[src/rtl/hs_xfer_pkg.sv]
`timescale 1ns/1ps
package hs_xfer_pkg;
  localparam int unsigned REQ_BIT = 3;
  localparam int unsigned ACK_BIT = 4;
  localparam int unsigned TIP_BIT = 5;
  localparam logic [7:0] LINE_MASK = 8'h30;

  typedef struct packed {
    logic       append;
    logic       take;
    logic       close;
    logic       sched;
    logic [7:0] b_next;
  } hs_act_t;
endpackage

[src/rtl/hs_decide.sv]
`timescale 1ns/1ps
module hs_decide
  import hs_xfer_pkg::*;
(
  input  logic       eval_i,
  input  logic [7:0] b_new_i,
  input  logic [7:0] b_old_i,
  input  logic       send_i,
  input  logic       full_i,
  input  logic       pending_i,
  input  logic       last_i,
  output hs_act_t    act_o
);
  logic lines_moved;

  always_comb begin
    lines_moved  = |((b_new_i ^ b_old_i) & LINE_MASK);
    act_o        = '0;
    act_o.b_next = b_new_i;
    if (eval_i) begin
      if (!b_new_i[TIP_BIT]) begin
        if (send_i) begin
          if (lines_moved && !full_i) begin
            act_o.append = 1'b1;
            act_o.sched  = 1'b1;
          end
        end else if (pending_i && lines_moved) begin
          act_o.take  = 1'b1;
          act_o.sched = 1'b1;
          if (last_i) act_o.b_next[REQ_BIT] = 1'b1;
        end
      end else if (b_old_i[TIP_BIT] && (b_new_i[ACK_BIT] != b_old_i[ACK_BIT])) begin
        // idle acknowledge toggle is mirrored onto request
        act_o.b_next[REQ_BIT] = b_new_i[ACK_BIT];
        act_o.sched           = 1'b1;
      end else begin
        if (!b_old_i[TIP_BIT]) begin
          act_o.close = 1'b1;
          act_o.sched = 1'b1;
        end
        if (pending_i) act_o.b_next[REQ_BIT] = 1'b0;
      end
    end
  end
endmodule

[src/rtl/hs_collect_buf.sv]
`timescale 1ns/1ps
module hs_collect_buf #(
  parameter int unsigned DEPTH = 16,
  parameter int unsigned W     = 8,
  localparam int unsigned AW   = $clog2(DEPTH),
  localparam int unsigned CW   = $clog2(DEPTH + 1)
) (
  input  logic          clk_i,
  input  logic          rst_ni,
  input  logic          push_i,
  input  logic [W-1:0]  data_i,
  input  logic          clear_i,
  output logic [CW-1:0] cnt_o,
  output logic          full_o,
  input  logic [AW-1:0] raddr_i,
  output logic [W-1:0]  rdata_o
);
  logic [CW-1:0] cnt_q;
  logic [W-1:0]  slot_q [DEPTH];

  for (genvar e = 0; e < DEPTH; e++) begin : g_slot
    always_ff @(posedge clk_i or negedge rst_ni) begin
      if (!rst_ni)                               slot_q[e] <= '0;
      else if (push_i && (cnt_q == CW'(e)))      slot_q[e] <= data_i;
    end
  end

  always_ff @(posedge clk_i or negedge rst_ni) begin
    if (!rst_ni)                 cnt_q <= '0;
    else if (clear_i)            cnt_q <= '0;
    else if (push_i && !full_o)  cnt_q <= cnt_q + CW'(1);
  end

  assign full_o  = (cnt_q == CW'(DEPTH));
  assign cnt_o   = cnt_q;
  assign rdata_o = slot_q[raddr_i];
endmodule

[src/rtl/hs_reply_buf.sv]
`timescale 1ns/1ps
module hs_reply_buf #(
  parameter int unsigned DEPTH = 16,
  parameter int unsigned W     = 8,
  localparam int unsigned AW   = $clog2(DEPTH),
  localparam int unsigned CW   = $clog2(DEPTH + 1)
) (
  input  logic          clk_i,
  input  logic          rst_ni,
  input  logic          wr_i,
  input  logic [AW-1:0] waddr_i,
  input  logic [W-1:0]  wdata_i,
  input  logic          load_i,
  input  logic [CW-1:0] len_i,
  input  logic          take_i,
  output logic [W-1:0]  byte_o,
  output logic          pending_o,
  output logic          last_o,
  output logic [CW-1:0] idx_o,
  output logic [CW-1:0] len_o
);
  logic [W-1:0]  mem_q [DEPTH];
  logic [CW-1:0] idx_q, len_q, len_clamp;

  assign len_clamp = (len_i > CW'(DEPTH)) ? CW'(DEPTH) : len_i;

  for (genvar e = 0; e < DEPTH; e++) begin : g_mem
    always_ff @(posedge clk_i or negedge rst_ni) begin
      if (!rst_ni)                          mem_q[e] <= '0;
      else if (wr_i && (waddr_i == AW'(e))) mem_q[e] <= wdata_i;
    end
  end

  always_ff @(posedge clk_i or negedge rst_ni) begin
    if (!rst_ni) begin
      idx_q <= '0;
      len_q <= '0;
    end else if (load_i) begin
      idx_q <= '0;
      len_q <= len_clamp;
    end else if (take_i && pending_o) begin
      idx_q <= idx_q + CW'(1);
    end
  end

  assign byte_o    = mem_q[idx_q[AW-1:0]];
  assign pending_o = (idx_q < len_q);
  assign last_o    = ((idx_q + CW'(1)) >= len_q);
  assign idx_o     = idx_q;
  assign len_o     = len_q;
endmodule

[src/rtl/hs_sr_delay.sv]
`timescale 1ns/1ps
module hs_sr_delay #(
  parameter int unsigned DELAY_CYC = 60000,
  localparam int unsigned CW       = $clog2(DELAY_CYC + 1)
) (
  input  logic clk_i,
  input  logic rst_ni,
  input  logic sched_i,
  input  logic now_i,
  output logic irq_o
);
  logic [CW-1:0] cnt_q;
  logic          irq_q;

  always_ff @(posedge clk_i or negedge rst_ni) begin
    if (!rst_ni) begin
      cnt_q <= '0;
      irq_q <= 1'b0;
    end else begin
      irq_q <= 1'b0;
      if (sched_i) begin
        if (now_i) begin
          irq_q <= 1'b1;
          cnt_q <= '0;
        end else begin
          cnt_q <= CW'(DELAY_CYC);
        end
      end else if (cnt_q != '0) begin
        cnt_q <= cnt_q - CW'(1);
        if (cnt_q == CW'(1)) irq_q <= 1'b1;
      end
    end
  end

  assign irq_o = irq_q;
endmodule

[src/rtl/hs_xfer_engine.sv]
`timescale 1ns/1ps
module hs_xfer_engine
  import hs_xfer_pkg::*;
#(
  parameter int unsigned CLK_HZ   = 200_000_000,
  parameter int unsigned DELAY_US = 300,
  parameter int unsigned DEPTH    = 16,
  localparam int unsigned AW      = $clog2(DEPTH),
  localparam int unsigned CW      = $clog2(DEPTH + 1),
  localparam int unsigned DLY_RAW = (CLK_HZ / 1000) * DELAY_US / 1000,
  localparam int unsigned DELAY_CYC = (DLY_RAW == 0) ? 1 : DLY_RAW
) (
  input  logic          clk_i,
  input  logic          rst_ni,
  input  logic          portb_wr_i,
  input  logic [7:0]    portb_wdata_i,
  output logic [7:0]    portb_o,
  output logic          req_o,
  input  logic          send_dir_i,
  input  logic [7:0]    dirb_i,
  input  logic          sr_wr_i,
  input  logic [7:0]    sr_wdata_i,
  output logic [7:0]    sr_o,
  input  logic          reply_wr_i,
  input  logic [AW-1:0] reply_waddr_i,
  input  logic [7:0]    reply_wdata_i,
  input  logic          reply_load_i,
  input  logic [CW-1:0] reply_len_i,
  output logic          sr_irq_o,
  output logic          pkt_done_o,
  output logic [CW-1:0] pkt_len_o,
  input  logic [AW-1:0] rx_raddr_i,
  output logic [7:0]    rx_rdata_o
);
  logic [7:0]    portb_q, sr_q, rep_byte, b_new;
  logic [CW-1:0] out_cnt, rep_idx, rep_len, pkt_len_q;
  logic          out_full, rep_pending, rep_last, eval, pending_eval, pkt_done_q;
  hs_act_t       act;

  assign eval         = portb_wr_i | reply_load_i;
  // a reply commit re-evaluates against the unchanged stored value
  assign b_new        = reply_load_i ? portb_q : portb_wdata_i;
  assign pending_eval = reply_load_i ? (reply_len_i != '0) : rep_pending;

  hs_decide u_decide (
    .eval_i    (eval),
    .b_new_i   (b_new),
    .b_old_i   (portb_q),
    .send_i    (send_dir_i),
    .full_i    (out_full),
    .pending_i (pending_eval),
    .last_i    (rep_last),
    .act_o     (act)
  );

  hs_collect_buf #(.DEPTH(DEPTH), .W(8)) u_collect (
    .clk_i   (clk_i),
    .rst_ni  (rst_ni),
    .push_i  (act.append),
    .data_i  (sr_q),
    .clear_i (act.close),
    .cnt_o   (out_cnt),
    .full_o  (out_full),
    .raddr_i (rx_raddr_i),
    .rdata_o (rx_rdata_o)
  );

  hs_reply_buf #(.DEPTH(DEPTH), .W(8)) u_reply (
    .clk_i     (clk_i),
    .rst_ni    (rst_ni),
    .wr_i      (reply_wr_i),
    .waddr_i   (reply_waddr_i),
    .wdata_i   (reply_wdata_i),
    .load_i    (reply_load_i),
    .len_i     (reply_len_i),
    .take_i    (act.take),
    .byte_o    (rep_byte),
    .pending_o (rep_pending),
    .last_o    (rep_last),
    .idx_o     (rep_idx),
    .len_o     (rep_len)
  );

  hs_sr_delay #(.DELAY_CYC(DELAY_CYC)) u_delay (
    .clk_i   (clk_i),
    .rst_ni  (rst_ni),
    .sched_i (act.sched | reply_load_i),
    .now_i   (dirb_i == 8'hFF),
    .irq_o   (sr_irq_o)
  );

  always_ff @(posedge clk_i or negedge rst_ni) begin
    if (!rst_ni) begin
      portb_q    <= '0;
      sr_q       <= '0;
      pkt_done_q <= 1'b0;
      pkt_len_q  <= '0;
    end else begin
      if (eval) portb_q <= act.b_next;
      if (act.take)     sr_q <= rep_byte;
      else if (sr_wr_i) sr_q <= sr_wdata_i;
      pkt_done_q <= act.close && (out_cnt != '0);
      if (act.close && (out_cnt != '0)) pkt_len_q <= out_cnt;
    end
  end

  assign portb_o    = portb_q;
  assign req_o      = portb_q[REQ_BIT];
  assign sr_o       = sr_q;
  assign pkt_done_o = pkt_done_q;
  assign pkt_len_o  = pkt_len_q;
endmodule

[config.mk]
export PLATFORM = sky130hd
export DESIGN_NAME = hs_xfer_engine
export DESIGN_NICKNAME = d
export VERILOG_FILES = /design/src/rtl/hs_xfer_pkg.sv /design/src/rtl/hs_decide.sv /design/src/rtl/hs_collect_buf.sv /design/src/rtl/hs_reply_buf.sv /design/src/rtl/hs_sr_delay.sv /design/src/rtl/hs_xfer_engine.sv
export SDC_FILE = /design/constraint.sdc
export NUM_CORES = 1
export LEC_CHECK = 0
export ABC_AREA = 1
export BUFFER_PORTS_ARGS = -buffer_cell sky130_fd_sc_hd__buf_2
export CORE_ASPECT_RATIO = 1.75
export CORE_MARGIN = 2
export CORE_UTILIZATION = 45
export DETAILED_ROUTE_END_ITERATION = 16
export PLACE_DENSITY_LB_ADDON = 0.3
export SYNTH_ARGS = -nofsm -noshare
export SYNTH_HDL_FRONTEND = slang
export SYNTH_SLANG_ARGS = --single-unit
export TNS_END_PERCENT = 5
[constraint.sdc]
create_clock -name clk_i -period 5.4 [get_ports clk_i]
set_input_delay 1.08 -clock clk_i [delete_from_list [all_inputs] [get_ports clk_i]]
set_output_delay 1.08 -clock clk_i [all_outputs]
set_load 0.05 [all_outputs]
# [Word level (Yosys, flattened, before mapping)]
# Cells that the tools add are included.
[totals] register_bits=310 input_bits=52 output_inout_bits=32 elab_cells=177
[classes] add_sub_neg=3 magnitude_cmp=5 n_eq_ne=34 muxes=40 bitwise_logic=5 n_reduce_logical=49
[ops] operator="8-bit binary-select mux with 4-bit select" count=2
[ops] operator="8-bit two-way mux" count=7
[ops] operator="16-bit two-way mux" count=3
[ops] operator="5-bit by 4-bit equality test with 1-bit output, second input constant" count=8
[ops] operator="1-bit logical AND" count=38
[ops] operator="4-bit equality test, second input constant" count=8
[ops] operator="5-bit two-way mux" count=5
[ops] operator="5-bit by 3-bit equality test with 1-bit output, second input constant" count=4
[ops] operator="1-bit two-way mux" count=20
[ops] operator="16-bit by 1-bit equality test with 1-bit output, second input constant" count=1
[ops] operator="4-bit by 3-bit equality test with 1-bit output, second input constant" count=4
[ops] operator="16-bit nonzero test" count=1
[ops] operator="16-bit by 1-bit subtractor with 16-bit output, second input constant" count=1
[ops] operator="5-bit by 1-bit adder with 5-bit output, second input constant" count=2
[ops] operator="5-bit by 2-bit equality test with 1-bit output, second input constant" count=2
[ops] operator="5-bit >= comparator, second input constant" count=2
[ops] operator="4-bit inverter with 5-bit output" count=2
[ops] operator="5-bit nonzero test" count=2
[ops] operator="4-bit by 2-bit equality test with 1-bit output, second input constant" count=2
[ops] operator="8-bit equality test, second input constant" count=1
[ops] operator="2-bit nonzero test" count=4
[ops] operator="6-bit XOR" count=1
[ops] operator="5-bit by 1-bit equality test with 1-bit output, second input constant" count=1
[ops] operator="5-bit equality test, second input constant" count=1
[ops] operator="12 further kinds" count=14

# [Depth between registers and ports, before layout]
[logic_depth] ltp_word=11 depth_mapped=16 depth_no_buf=14

# [Hierarchy]
# A second synthesis with hierarchy kept.
[unflattened] hier_cells=2097 hier_area_um2=16100.4
[by_module_without_submodules] module="hs_reply_buf" instances=1 cells_per_inst=885 area_each_um2=6896.6 seq_area_each_um2=3453.3
[by_module_without_submodules] module="hs_collect_buf" instances=1 cells_per_inst=883 area_each_um2=6825.3 seq_area_each_um2=3328.2
[by_module_without_submodules] module="hs_sr_delay" instances=1 cells_per_inst=142 area_each_um2=1082.3 seq_area_each_um2=425.4
[by_module_without_submodules] module="hs_xfer_engine" instances=1 cells_per_inst=141 area_each_um2=1068.5 seq_area_each_um2=550.5
[by_module_without_submodules] module="hs_decide" instances=1 cells_per_inst=46 area_each_um2=227.7 seq_area_each_um2=0.0

# [Worst setup path before layout]
# Ideal clock, no wire load.
[synth_timing] path_kind="input-to-output" startpoint="input rx_raddr_i[0]" endpoint="output rx_rdata_o[0]" t_arrival_ps=2276 required_ps=4320 setup_slack_ps=2044 stages=6 path_buffers=2 cell_sequence="clkbuf_1 clkbuf_1 nor2_1 o221ai_1 o211ai_1 nand2_1"
[synth_via] elab_chain_len=4
[synth_rtl] element="from (decl)" line="hs_xfer_engine.sv:32" text="input logic [AW-1:0] rx_raddr_i,"
[synth_rtl] element="4-bit inverter with 5-bit output (implied by the code)" line="hs_collect_buf.sv:36" text="assign rdata_o = slot_q[raddr_i];"
[synth_rtl] element="8-bit binary-select mux with 4-bit select" line="hs_collect_buf.sv:36"
[synth_rtl] element="8-bit two-way mux (implied by the code) (2 in a row)" line="hs_collect_buf.sv:36"
[synth_rtl] element="to (decl)" line="hs_xfer_engine.sv:33" text="output logic [7:0] rx_rdata_o"
# No other way between the ends. The select of a mux whose other input is x is not followed.

# [Worst setup path in the final report]
[layout_timing] startpoint="input rx_raddr_i[0]" endpoint="output rx_rdata_o[5]"
# Same word-level chain as after synthesis.

==> flow_summary.yaml <==
yosys:
  yosysSeqAreaShare: 0.530
  ys_seq_elements: 310
  ys_warn_count: 0
  yosysMostFrequentCell: "nand2_1"
  async_flop_share: 1.00
  yosys.area_share.adder: 0.0162
  synth_cell_types: 38
  yosys.area_share.simple: 0.197
  synth_top_cells_by_count: "nand2_1 (366), o21ai_0 (334), dfrtp_1 (310), nor2_1 (175), clkbuf_1 (89)"
  muxShareOfSynthArea: 0.00385
  synthXorXnorAreaFrac: 0.00778
  synth_area_leaders: "dfrtp_1 (53%), o21ai_0 (11%), nand2_1 (9.4%)"
  syn-cell-area_sq_mm: 0.0146
  synth.largest_area_cell: "dfrtp_1"
  synth-compound-area-share: 0.189
  avgSynthCellArea_sq_um: 8.46
  netlist.area_leader.share: 0.530
  synth_edf_count: 0
  syn_nets: 1802
  synth_ff_type: "dfrtp_1"
  synthCells: 1731
  synth_top_family_by_area: "simple AND/OR/NAND/NOR gates"
cts:
  cts_max_path_buffers: 3
  htree_num_levels: 1
  cts_tree: "built"
  clock_latency_ps: 560
  ctsResizeCount: 0
  holdBufCountCts: 0
  cts_root_buffer: "clkbuf_16"
  cts_buffers: 29
  post-cts-setup-buffers: 0
  clk_pin_slew_ps: 60
  cts.sinks: 310
cells_and_area:
  area_growth_pct: 10.4
  nets: 1822
  multi_input_area_sq_mm: 0.00606
  regArea_sq_mm: 0.00776
  antenna_cells: 0
  fin_area_sq_mm: 0.0162
  drive_gt1_frac: 0.0955
  nFillCells: 3061
  final_core_util: 0.504
timing:
  hold_viol_final: 0
  finalMaxSlewViolations: 0
  setup_viol: 0
  period_minus_slack_ps: 4210
  relSlewSlack: 0.291
  fin_setup_tns_ps: 0
  fin_skew_ps: 9.84
  period_share: 0.779
  rsz0062_at_grt: "no"
  worst_slew_pin_slew_ps: 1060
  fmax_ghz: 0.238
grt:
  grt_pass1_vias: 11900
  grt_start_max_net_pins: 109
  grt-ovfl-total: 0
  grt_pass1_wl_um: 62300
  grt_usage: 0.227
  antenna_found_initial: 0
floorplanning:
  die_w_um: 140
  io_pins: 84
  row_count: 87
  dieArea_sq_mm: 0.0341
  initial_core_util: 0.456
  core_area_sq_mm: 0.0321
  fp.dieH_um: 243
worst_setup_path:
  max_stage_delay_ps: 640
  path_buf_inv: 4
  cp.arrival_ps: 3130
  crit_top_cell: "buf_2"
  cp-start-kind: "primary input"
  path_delay_family: "buffers and inverters"
  cp.required_ps: 4320
  path_class: "primary input to output port"
  critPathCaptureType: "output port"
  critPathMaxFanout: 35
  crit_chain: "buf_2 -> clkinv_1 -> buf_4 -> o21ai_0 -> o221ai_1 -> nand3_1 -> nand2_1 -> buf_2"
  cp_slowest_cell: "clkinv_1"
min_path:
  hp-class: "register to register"
placed_design:
  gp_congestion: 0.885
  port_buffers: 83
  post_dp_cell_area_sq_mm: 0.0152
  dpl.hpwl_um: 26500
route:
  dr.first_iter.drc_count: 838
  routed_wl_um: 38500
  num_vias: 12200
  drc: 0
  routedWlPerCell_um: 17.8
  first_pass_iters: 5
  vias_per_cell: 5.62
  ant_nets: 0
power:
  vdd_drop_max_mv: 0.235
  p_leak_nw: 7.51
  power_density_mw_per_mm2: 404
  p_total_w: 0.00652
status:
  status: "finished clean"
flow_run:
  maxCapViolations: 0
worst register-to-register path, stage by stage, from the launching register on:
cell and delay (ps):
dfrtp_1 940, ha_1 370, inv_1 50, nor2_1 40, nand2_1 50, nand2_1 50
nand2_1 80, nand4_1 320, nand2_1 490, nand2_1 320, o21a_1 190
cells by family after synthesis:
group,count (synthesis)
AND/OR/NAND/NOR,672
AO/OA/AOI/OAI,514
flip-flops,310
buffers and inverters,198
adder cells (fa/ha/maj),19
XOR/XNOR,13
multiplexers,5
power breakdown:
group / internal [W] / switching (W) / total (W)
clock: 0.00123 / 0.000887 / 0.00212
sequential: 0.00277 / 0.000281 / 0.00306
combinational: 0.000432 / 0.000918 / 0.00135
total: 0.00444 / 0.00209 / 0.00652
path summary, 6_finish.rpt:
| kind | from | to | slack, ps | cells after the start |
|---|---|---|---|---|
| setup / recovery | rx_raddr_i[0] | rx_rdata_o[5] | 1190 | 8 |
| hold / removal | u_reply.mem_q[8]$_DFFE_PN0P_ | u_reply.mem_q[8]$_DFFE_PN0P_ | 480 | 2 |
| setup reg to reg | u_reply.idx_o[2]$_DFFE_PN0P_ | u_delay.irq_o$_DFF_PN0_ | 2400 | 10 |
| hold reg to reg | u_reply.mem_q[8]$_DFFE_PN0P_ | u_reply.mem_q[8]$_DFFE_PN0P_ | 480 | 2 |
| max in group asynchronous | rst_ni | u_collect.slot_q[73]$_DFFE_PN0P_ | 3660 | 2 |
| min in group asynchronous | rst_ni | u_reply.mem_q[99]$_DFFE_PN0P_ | 570 | 1 |
sequential cells by signal, indices dropped and copies added (netlist names), 8 cells and up, named ones only:
register	count
sr_o	8
u_reply.mem_q	128
u_collect.slot_q	128
u_delay.cnt_q	16
cell usage in the layout (no fill, tap or decap), types with 5 or more instances in the layout:
cell | netlist | layout
clkbuf_16 | 0 | 29
o221ai_1 | 23 | 23
ha_1 | 19 | 19
xor2_1 | 11 | 11
o211ai_1 | 7 | 7
o21ai_1 | 56 | 56
nor2_1 | 175 | 175
dfrtp_1 | 310 | 309
a21oi_1 | 44 | 44
clkbuf_8 | 0 | 8
nand3_1 | 84 | 84
o22ai_1 | 32 | 32
inv_1 | 87 | 87
nand2_4 | 7 | 7
nand4_4 | 7 | 7
mux2_2 | 5 | 5
buf_4 | 1 | 10
o21a_1 | 15 | 15
nand2_1 | 366 | 366
o21ai_0 | 334 | 334
nor3_1 | 15 | 15
nand4_1 | 7 | 7
buf_2 | 6 | 82
layer usage:
| layer | part of all wire | GRT usage | up-vias | wire, um |
|---|---|---|---|---|
| met5 | 0 | 0 | - | 0 |
| met4 | 0.048 | 0.107 | 0 | 1840 |
| met3 | 0.045 | 0.0225 | 116 | 1730 |
| met2 | 0.52 | 0.415 | 393 | 20100 |
| met1 | 0.39 | 0.264 | 5837 | 14800 |
| li1 | - | - | 5854 | - |
stage by stage:
stage               hold slack, ps  setup slack, ps  cells
global route                   501             1020   2170
detailed placement             468             1220   2120
floorplan                      448             2040   1731
global placement               460             1290   2120
finish                         481             1190   2170
CTS                            484             1220   2170
final cells by class:
type	count	share of cell area
clock buffers	41	0.0526
clock inverters	9	0.00774
inverters	93	0.0219
multi-input cells	1223	0.375
flip-flops and latches	310	0.480
well taps	400	0.0310
repair buffers	94	0.0322
Note: power is estimated with default switching activity, not from simulation.
